**src/rtl/gpm_pkg.sv**
```systemverilog
package gpm_pkg;
   localparam int REG_W    = 32;
   localparam int MASK_LSB = 16;
   localparam int ADDR_W   = 4;

   typedef enum logic [ADDR_W-1:0] {
      A_PEND   = 4'd0,
      A_IEN    = 4'd1,
      A_FORCE  = 4'd2,
      A_IN     = 4'd3,
      A_RISE   = 4'd4,
      A_FALL   = 4'd5,
      A_HIGH   = 4'd6,
      A_LOW    = 4'd7,
      A_FILT   = 4'd8,
      A_OUT    = 4'd9,
      A_OUT_LO = 4'd10,
      A_OUT_HI = 4'd11,
      A_OE     = 4'd12,
      A_OE_LO  = 4'd13,
      A_OE_HI  = 4'd14
   } gpm_reg_e;
endpackage

```
**src/rtl/gpm_sync_filter.sv**
```systemverilog
module gpm_sync_filter #(
   parameter int NUM_PINS    = 32,
   parameter int SYNC_STAGES = 2,
   parameter int FILT_LEN    = 16,
   parameter bit USE_FILTER  = 1'b1
) (
   input  logic                clk_i,
   input  logic                rst_ni,
   input  logic [NUM_PINS-1:0] raw_i,
   input  logic [NUM_PINS-1:0] filt_en_i,
   output logic [NUM_PINS-1:0] level_o
);
   localparam int CNT_W = $clog2(FILT_LEN);

   logic [NUM_PINS-1:0] sync_q [SYNC_STAGES];
   logic [NUM_PINS-1:0] synced;

   always_ff @(posedge clk_i or negedge rst_ni) begin
      if (!rst_ni) begin
         for (int s = 0; s < SYNC_STAGES; s++) sync_q[s] <= '0;
      end else begin
         sync_q[0] <= raw_i;
         for (int s = 1; s < SYNC_STAGES; s++) sync_q[s] <= sync_q[s-1];
      end
   end

   assign synced = sync_q[SYNC_STAGES-1];

   generate
      if (USE_FILTER) begin : g_filt
         for (genvar p = 0; p < NUM_PINS; p++) begin : g_pin
            logic [CNT_W-1:0] cnt_q;
            logic             stable_q;

            always_ff @(posedge clk_i or negedge rst_ni) begin
               if (!rst_ni) begin
                  cnt_q    <= '0;
                  stable_q <= 1'b0;
               end else if (synced[p] == stable_q) begin
                  cnt_q <= '0;
               end else if (cnt_q == CNT_W'(FILT_LEN-1)) begin
                  cnt_q    <= '0;
                  stable_q <= synced[p];
               end else begin
                  cnt_q <= cnt_q + 1'b1;
               end
            end

            assign level_o[p] = filt_en_i[p] ? stable_q : synced[p];
         end
      end else begin : g_nofilt
         logic unused_en;
         assign unused_en = ^filt_en_i;
         assign level_o   = synced;
      end
   endgenerate
endmodule

```
**src/rtl/gpm_event_detect.sv**
```systemverilog
module gpm_event_detect #(
   parameter int NUM_PINS = 32
) (
   input  logic                clk_i,
   input  logic                rst_ni,
   input  logic [NUM_PINS-1:0] level_i,
   input  logic [NUM_PINS-1:0] rise_en_i,
   input  logic [NUM_PINS-1:0] fall_en_i,
   input  logic [NUM_PINS-1:0] high_en_i,
   input  logic [NUM_PINS-1:0] low_en_i,
   input  logic [NUM_PINS-1:0] clr_i,
   input  logic [NUM_PINS-1:0] force_i,
   output logic [NUM_PINS-1:0] pend_o
);
   logic [NUM_PINS-1:0] prev_q;
   logic [NUM_PINS-1:0] hit;

   // Hardware set wins over a clear in the same cycle.
   always_comb begin
      hit = (level_i & ~prev_q & rise_en_i)
          | (~level_i & prev_q & fall_en_i)
          | (level_i & high_en_i)
          | (~level_i & low_en_i);
   end

   always_ff @(posedge clk_i or negedge rst_ni) begin
      if (!rst_ni) begin
         prev_q <= '0;
         pend_o <= '0;
      end else begin
         prev_q <= level_i;
         pend_o <= (pend_o & ~clr_i) | hit | force_i;
      end
   end
endmodule

```
**src/rtl/gpm_mask_reg.sv**
```systemverilog
module gpm_mask_reg #(
   parameter int NUM_PINS = 32,
   parameter int REG_W    = 32,
   parameter int MASK_LSB = 16
) (
   input  logic                clk_i,
   input  logic                rst_ni,
   input  logic                wr_full_i,
   input  logic                wr_lo_i,
   input  logic                wr_hi_i,
   input  logic [REG_W-1:0]    wdata_i,
   output logic [NUM_PINS-1:0] q_o
);
   localparam int HALF = NUM_PINS / 2;

   logic [HALF-1:0]     m_data;
   logic [HALF-1:0]     m_sel;
   logic [NUM_PINS-1:0] nxt;

   assign m_data = wdata_i[HALF-1:0];
   assign m_sel  = wdata_i[MASK_LSB +: HALF];

   always_comb begin
      nxt = q_o;
      if (wr_full_i) nxt = wdata_i[NUM_PINS-1:0];
      if (wr_lo_i)   nxt[HALF-1:0] = (q_o[HALF-1:0] & ~m_sel) | (m_data & m_sel);
      if (wr_hi_i)   nxt[NUM_PINS-1:HALF] = (q_o[NUM_PINS-1:HALF] & ~m_sel) | (m_data & m_sel);
   end

   always_ff @(posedge clk_i or negedge rst_ni) begin
      if (!rst_ni) q_o <= '0;
      else         q_o <= nxt;
   end
endmodule

```
**src/rtl/gpio_mask_ctrl.sv**
```systemverilog
module gpio_mask_ctrl
   import gpm_pkg::*;
#(
   parameter int NUM_PINS    = 32,
   parameter int SYNC_STAGES = 2,
   parameter int FILT_LEN    = 16,
   parameter bit USE_FILTER  = 1'b1
) (
   input  logic                clk_i,
   input  logic                rst_ni,
   input  logic                wr_en_i,
   input  logic                rd_en_i,
   input  logic [ADDR_W-1:0]   addr_i,
   input  logic [REG_W-1:0]    wdata_i,
   output logic [REG_W-1:0]    rdata_o,
   input  logic [NUM_PINS-1:0] pins_i,
   output logic [NUM_PINS-1:0] pins_o,
   output logic [NUM_PINS-1:0] pins_oe_o,
   output logic                irq_o
);
   localparam int HALF = NUM_PINS / 2;

   generate
      if (NUM_PINS < 2 || NUM_PINS > REG_W || (NUM_PINS % 2) != 0) begin : g_bad_pins
         $error("NUM_PINS must be even and between 2 and 32");
      end
      if (HALF > MASK_LSB) begin : g_bad_half
         $error("half alias does not fit below the mask field");
      end
      if (SYNC_STAGES < 2) begin : g_bad_sync
         $error("SYNC_STAGES must be at least 2");
      end
      if (FILT_LEN < 2) begin : g_bad_filt
         $error("FILT_LEN must be at least 2");
      end
   endgenerate

   logic [NUM_PINS-1:0] ien_q, rise_q, fall_q, high_q, low_q, filt_q;
   logic [NUM_PINS-1:0] level, pend, clr, frc;

   function automatic logic wsel(input logic we, input logic [ADDR_W-1:0] a, input gpm_reg_e r);
      return we && (a == r);
   endfunction

   always_ff @(posedge clk_i or negedge rst_ni) begin
      if (!rst_ni) begin
         ien_q  <= '0;
         rise_q <= '0;
         fall_q <= '0;
         high_q <= '0;
         low_q  <= '0;
         filt_q <= '0;
      end else begin
         if (wsel(wr_en_i, addr_i, A_IEN))  ien_q  <= wdata_i[NUM_PINS-1:0];
         if (wsel(wr_en_i, addr_i, A_RISE)) rise_q <= wdata_i[NUM_PINS-1:0];
         if (wsel(wr_en_i, addr_i, A_FALL)) fall_q <= wdata_i[NUM_PINS-1:0];
         if (wsel(wr_en_i, addr_i, A_HIGH)) high_q <= wdata_i[NUM_PINS-1:0];
         if (wsel(wr_en_i, addr_i, A_LOW))  low_q  <= wdata_i[NUM_PINS-1:0];
         if (wsel(wr_en_i, addr_i, A_FILT)) filt_q <= wdata_i[NUM_PINS-1:0];
      end
   end

   assign clr = wsel(wr_en_i, addr_i, A_PEND)  ? wdata_i[NUM_PINS-1:0] : '0;
   assign frc = wsel(wr_en_i, addr_i, A_FORCE) ? wdata_i[NUM_PINS-1:0] : '0;

   gpm_mask_reg #(.NUM_PINS(NUM_PINS), .REG_W(REG_W), .MASK_LSB(MASK_LSB)) u_out (
      .clk_i     (clk_i),
      .rst_ni    (rst_ni),
      .wr_full_i (wsel(wr_en_i, addr_i, A_OUT)),
      .wr_lo_i   (wsel(wr_en_i, addr_i, A_OUT_LO)),
      .wr_hi_i   (wsel(wr_en_i, addr_i, A_OUT_HI)),
      .wdata_i   (wdata_i),
      .q_o       (pins_o)
   );

   gpm_mask_reg #(.NUM_PINS(NUM_PINS), .REG_W(REG_W), .MASK_LSB(MASK_LSB)) u_oe (
      .clk_i     (clk_i),
      .rst_ni    (rst_ni),
      .wr_full_i (wsel(wr_en_i, addr_i, A_OE)),
      .wr_lo_i   (wsel(wr_en_i, addr_i, A_OE_LO)),
      .wr_hi_i   (wsel(wr_en_i, addr_i, A_OE_HI)),
      .wdata_i   (wdata_i),
      .q_o       (pins_oe_o)
   );

   gpm_sync_filter #(
      .NUM_PINS(NUM_PINS), .SYNC_STAGES(SYNC_STAGES),
      .FILT_LEN(FILT_LEN), .USE_FILTER(USE_FILTER)
   ) u_in (
      .clk_i     (clk_i),
      .rst_ni    (rst_ni),
      .raw_i     (pins_i),
      .filt_en_i (filt_q),
      .level_o   (level)
   );

   gpm_event_detect #(.NUM_PINS(NUM_PINS)) u_evt (
      .clk_i     (clk_i),
      .rst_ni    (rst_ni),
      .level_i   (level),
      .rise_en_i (rise_q),
      .fall_en_i (fall_q),
      .high_en_i (high_q),
      .low_en_i  (low_q),
      .clr_i     (clr),
      .force_i   (frc),
      .pend_o    (pend)
   );

   assign irq_o = |(pend & ien_q);

   logic [REG_W-1:0] rmux;
   always_comb begin
      rmux = '0;
      case (addr_i)
         A_PEND:   rmux = REG_W'(pend);
         A_IEN:    rmux = REG_W'(ien_q);
         A_IN:     rmux = REG_W'(level);
         A_RISE:   rmux = REG_W'(rise_q);
         A_FALL:   rmux = REG_W'(fall_q);
         A_HIGH:   rmux = REG_W'(high_q);
         A_LOW:    rmux = REG_W'(low_q);
         A_FILT:   rmux = REG_W'(filt_q);
         A_OUT:    rmux = REG_W'(pins_o);
         A_OUT_LO: rmux = REG_W'(pins_o[HALF-1:0]);
         A_OUT_HI: rmux = REG_W'(pins_o[NUM_PINS-1:HALF]);
         A_OE:     rmux = REG_W'(pins_oe_o);
         A_OE_LO:  rmux = REG_W'(pins_oe_o[HALF-1:0]);
         A_OE_HI:  rmux = REG_W'(pins_oe_o[NUM_PINS-1:HALF]);
         default:  rmux = '0;
      endcase
   end

   assign rdata_o = rd_en_i ? rmux : '0;
endmodule

```
**config.mk**
```make
export PLATFORM = sky130hd
export DESIGN_NAME = gpio_mask_ctrl
export DESIGN_NICKNAME = d
export VERILOG_FILES = /design/src/rtl/gpm_pkg.sv /design/src/rtl/gpm_sync_filter.sv /design/src/rtl/gpm_event_detect.sv /design/src/rtl/gpm_mask_reg.sv /design/src/rtl/gpio_mask_ctrl.sv
export SDC_FILE = /design/constraint.sdc
export NUM_CORES = 1
export LEC_CHECK = 0
export ABC_AREA = 1
export BUFFER_PORTS_ARGS = -buffer_cell sky130_fd_sc_hd__buf_2
export CAP_MARGIN = 20
export CORE_AREA = 2 2 215 217
export CTS_CLUSTER_DIAMETER = 80
export DETAILED_ROUTE_END_ITERATION = 10
export DIE_AREA = 0 0 217 219
export GPL_TIMING_DRIVEN = 0
export PLACE_DENSITY_LB_ADDON = 0.08
export RECOVER_POWER = 25
export SLEW_MARGIN = 20
export SYNTH_ARGS = -nofsm -noshare
export SYNTH_HDL_FRONTEND = slang
export SYNTH_SLANG_ARGS = --single-unit
export TNS_END_PERCENT = 100
```
**constraint.sdc**
```tcl
create_clock -name clk_i -period 1.8 [get_ports clk_i]
set_clock_uncertainty 0.1 [all_clocks]
set_input_delay 0.36 -clock clk_i [delete_from_list [all_inputs] [get_ports clk_i]]
set_output_delay 0.36 -clock clk_i [all_outputs]
set_load 0.005 [all_outputs]
```
## Word-level counts from Yosys, hierarchy flattened

Index checks and enable logic that the tools add are counted.

- Add/sub/neg operators: 32
- Equal/unequal tests: 78
- Multiplexer cells: 106
- Bitwise gates (word level): 58
- Reduce and logical (&&, ||, !) cells: 52

Operator list:

| kind | number |
|---|---|
| 32-bit case mux with 14 select lines | 1 |
| 32-bit bitwise AND | 8 |
| 4-bit two-way mux | 64 |
| 32-bit two-way mux | 5 |
| 32-bit bitwise OR | 5 |
| 4-bit == test (second input constant) | 39 |
| 4-bit by 1-bit adder with 4-bit output (second input constant) | 32 |
| 32-bit NOT | 3 |
| 16-bit bitwise AND | 5 |
| 16-bit two-way mux | 4 |
| 16-bit bitwise OR | 4 |
| 2-bit AND reduction | 32 |
| 1-bit == test | 32 |
| 1-bit two-way mux | 32 |
| 1-bit NOT | 32 |
| 32-bit OR reduction | 1 |
| 4-bit by 3-bit == test with 1-bit output (second input constant) | 4 |
| 16-bit NOT | 1 |
| 1-bit logical AND | 14 |
| 4-bit by 2-bit == test with 1-bit output (second input constant) | 2 |
| 2-bit nonzero test | 4 |
| 4-bit by 1-bit == test with 1-bit output (second input constant) | 1 |
| 4-bit logical NOT | 1 |

- Register bits after elaboration: 544
- Output and inout bits: 97
- Word-level logic and storage cells: 404

## Logic depth before layout (Yosys ltp)

- Depth in word-level cells: 9
- Mapped depth: 11
- Gate-level depth less buffers: 9

## By module

From an unflattened synthesis, not the netlist that was laid out.

- Cells, all modules: 3651
- Area, all modules: 27291.2 um^2

Modules (own cells, without submodules):

| module | times used | cells each | area each (um^2) |
|---|---|---|---|
| gpio_mask_ctrl | 1 | 1627 | 10905.5 |
| gpm_sync_filter | 1 | 960 | 9374.0 |
| gpm_mask_reg | 2 | 308 | 1924.3 |
| gpm_event_detect | 1 | 448 | 3163.0 |

## Least setup slack after synthesis

OpenSTA, ideal clock, no wires.

- Path kind: input port to output port
- Start: in addr_i[1]
- End: out rdata_o[10]
- Arrival: 1.483 ns
- Required time: 1.340 ns
- Setup slack: -0.143 ns
- Stages on the path: 10
- Path through: buf_2 > nand2_1 > nor2_2 > clkbuf_1 > nand2_1 > nand2_1 > nor2_1 > nand2_1 > nor2_1 > nor2_1

- Longest elaborated chain between the ends: 3
- Elaborated cells between the ends (all ways): 16

Ends and longest elaborated chain:

| element | line | source |
|---|---|---|
| start: declaration | gpio_mask_ctrl.sv:13 | `input logic [ADDR_W-1:0] addr_i,` |
| 4-bit == test, or another cell as far along | gpio_mask_ctrl.sv:115 | `case (addr_i)` |
| 32-bit case mux with 14 select lines * | gpio_mask_ctrl.sv:115 |  |
| 32-bit two-way mux * | gpio_mask_ctrl.sv:134 | `assign rdata_o = rd_en_i ? rmux : '0;` |
| end: declaration | gpio_mask_ctrl.sv:15 | `output logic [REG_W-1:0] rdata_o,` |

Every way passes the cells marked *; elsewhere a longest branch is shown, timed or not.

## Worst setup path in the final report

- Start: reg filt_q[3]
- End: out rdata_o[3]

- Longest elaborated chain between the ends: 3

Ends and longest elaborated chain:

| element | line | source |
|---|---|---|
| start: declaration | gpio_mask_ctrl.sv:38 | `logic [NUM_PINS-1:0] ien_q, rise_q, fall_q, high_q, low_q, filt_q;` |
| start signal: assignment | gpio_mask_ctrl.sv:59 | `if (wsel(wr_en_i, addr_i, A_FILT)) filt_q <= wdata_i[NUM_PINS-1:0];` |
| 1-bit two-way mux | gpm_sync_filter.sv:49 | `assign level_o[p] = filt_en_i[p] ? stable_q : synced[p];` |
| via level[3] | gpio_mask_ctrl.sv:39 | `logic [NUM_PINS-1:0] level, pend, clr, frc;` |
| 32-bit case mux with 14 select lines | gpio_mask_ctrl.sv:115 |  |
| 32-bit two-way mux | gpio_mask_ctrl.sv:134 |  |

The timed path passes the listed nets, and every way through them passes these cells.

==> impl_metrics.yaml <==
sta:
  fmax_mhz: 415
  worst_pin_slew_ns: 1.09
  rsz0062_at_grt: "true"
  fin_crit_sh_pct: 134
  drv_slew: 0
  setup_viol_count_final: 349
  fin_crit_ns: 2.41
  hold_viol: 0
  final.setup.worst_slack_ns: -0.607
  finalSetupTns_ns: -51.58
  slew_headroom_pct: 27.4
floorplan:
  core_sq_um: 45100
  die_h_um: 219
  die_w_um: 217
  initial_utilization_pct: 54.8
  num_io_pins: 169
  die_area_sq_um: 47500
  num_rows: 78
yosys:
  ys_async_sr_fraction_pct: 100
  yosysTopAreaCell: "dfrtp_1"
  synth_top_area_share_pct: 55.1
  yosysWarnings: 0
  synth-main-ff-cell: "dfrtp_1"
  synth_common_cells: "nand2_1, dfrtp_1, o21ai_0"
  syn_nets: 3052
  syn-cell-area_sq_um: 24700
  syn_area_per_cell_sq_um: 8.38
  synth-seq-cells: 544
  yosysUniqueCellTypes: 25
  synth_edf_count: 0
  seq_area_frac_synth_pct: 55.1
  synth_area_leaders: "dfrtp_1, nand2_1, o21ai_0"
  syn_inst: 2948
  yosys.cell_count.top_type: "nand2_1"
detailed_routing:
  wire_per_inst_um: 23.5
  routed_wl_mm: 93.6
  drtAntennaViolNets: 0
  first_pass_iters: 6
  drtIter0Drc: 3031
  viasPerCell: 5.89
  vias: 23471
  drt_drc_violations_left: 0
clock_tree:
  cts_buffer_depth: 3
  cts_tree: "built"
  cts.sinks: 544
  cts.clk_slew.worst_paths_ns: 0.07
  cts_made_buffers: 56
  clk_latency_ns: 0.64
  clockRootBuffer: "clkbuf_16"
  htree_levels: 2
worst_setup_path:
  cpPeakStageDelay_ns: 0.48
  timing.rr.end: "u_evt.pend_o[0]$_DFF_PN0_"
  critical_path_arrival_ns: 1.95
  worstPathRequired_ns: 1.34
  path_buf_inv: 1
  cp.depth: 9
  critPathTopFamily: "simple AND/OR/NAND/NOR gates"
  r2r_cells: 6
  slowest_stage: "dfrtp_2"
  rrSetupSlack_ns: 0.45
  reg2reg_from: "filt_q[0]$_DFFE_PN0P_"
  critPathKind: "register to output pin"
  start_kind: "register"
  endpoint_kind: "output pin"
  crit_path_cell_trace: "nand2_2 -> o21ai_4 -> nand2_1 -> nand2_1 -> nor2_1 -> nand2_2 -> nor2_2 -> nor2_1 -> buf_2"
  crit_fanout: 3
hold_path:
  whs_path_depth: 3
  hp-start: "wdata_i[9]"
  hold_class: "input port to register"
outcome:
  status: "finished, violations left"
  violations: "negative setup slack"
power:
  peakVddDrop_v: 0.000929
  power_mw: 33.1
  cellPowerDensity_nw_per_um2: 1070
  leakagePower_nw: 15.3
job:
  cap_viol_max_count: 0
cells_and_area:
  nNetsFinal: 3445
  drive_gt1_share_pct: 18.8
  syn2layout_area_growth_pct: 25.7
  fin_util_pct: 68.9
  instances_no_fill: 3983
global_route:
  grt_usage_pct: 39.5
  antenna_found_initial: 2
  grt_max_degree: 95
  grt_pass1_vias: 22574
  grt_pass1_wl_mm: 139
  overflow: 0
place:
  dpl.cell_count: 3720
  gp_congestion: 1.00
  port_buffers: 166
  hpwl_mm: 64.3
==> through the flow <==
step / setup slack [ns] / hold slack (ns) / area, sq um
after CTS: -0.567 / 0.00155 / 30600
after detailed placement: -1.30 / 0.236 / 26600
after global routing: -0.677 / 0.0261 / 31100
after floorplan: 0.000816 / -0.0356 / 24800
final: -0.607 / 0.0165 / 31100
after global placement: -10.75 / 0.233 / 26400
==> area by class of cell <==
class | instances | area (sq um)
fill | 3669 | 14000
antenna | 2 | 5.00
inverter | 269 | 1020
multi-input combinational | 2031 | 10300
clock inverter | 27 | 379
sequential | 544 | 13700
clock buffer | 71 | 1540
timing repair buffer | 335 | 2580
tap | 600 | 751
buffer | 104 | 838
==> per-layer routing <==
layer  vias to the layer above  global-route usage [%]  share of wire [%]
met2                      1378                    57.3                 43
met1                     11445                    54.0                 40
li1                      10352                       -                  -
met5                         -                       0              0.014
met3                       294                    11.7                 12
met4                         2                    19.7                5.3
==> logic make-up (layout without fill, tap and decap cells) <==
group / count (synthesis) / count (layout) / synth area share, %
buf+inv: 373 / 806 / 5.74
other cells: 0 / 2 / 0
xor+xnor: 96 / 96 / 3.40
simple gates: 1314 / 1314 / 21.3
flops: 544 / 544 / 55.1
compound gates: 589 / 589 / 12.8
fa+ha+maj: 32 / 32 / 1.62
==> power by group <==
part / total, mW / leakage [nW] / switching [mW] / internal [mW]
clock: 12.3 / 0.934 / 5.11 / 7.19
sequential: 15.6 / 6.75 / 1.74 / 13.9
combinational: 5.25 / 7.63 / 3.05 / 2.20
total: 33.1 / 15.3 / 9.89 / 23.2
==> tightest hold or removal path: stages <==
cell and delay [ns]:
buf_2 0.17, o211ai_1 0.10, o21ai_1 0.07
==> timing repair <==
action                                  in CTS  in global routing
gates resized for setup                    305                128
endpoints found under the setup margin     177                448
hold endpoints to repair                   144                  0
setup buffers                               72                 33
hold buffers                                54                  0
cloned                                       3                  2
pin swaps                                   72                 45
==> placed cells by master (no fill, tap or decap), types with 43 or more instances in the layout <==
| cell type | n |
|---|---|
| nand2_1 | 710 |
| dfrtp_1 | 512 |
| o21ai_0 | 402 |
| nor2_1 | 271 |
| inv_1 | 248 |
| nand3_1 | 229 |
| buf_2 | 158 |
| buf_4 | 93 |
| xnor2_1 | 64 |
| clkbuf_16 | 59 |
| dlygate4sd3_1 | 54 |
| a21oi_1 | 48 |
| nand2_2 | 43 |
==> worst max-delay path by stage <==
| stage | start | slack, ns | endpoint |
|---|---|---|---|
| after floorplan | addr_i[1] | 0.0008 | rdata_o[13] |
| after global placement | rst_ni | -10.75 | u_in.sync_q[57]$_DFF_PN0_ |
| after detailed placement | addr_i[3] | -1.30 | rdata_o[4] |
| after CTS | filt_q[3]$_DFFE_PN0P_ | -0.57 | rdata_o[3] |
| after global routing | filt_q[4]$_DFFE_PN0P_ | -0.68 | rdata_o[4] |
| final | filt_q[3]$_DFFE_PN0P_ | -0.61 | rdata_o[3] |
Power figures use the tool's default switching activity.
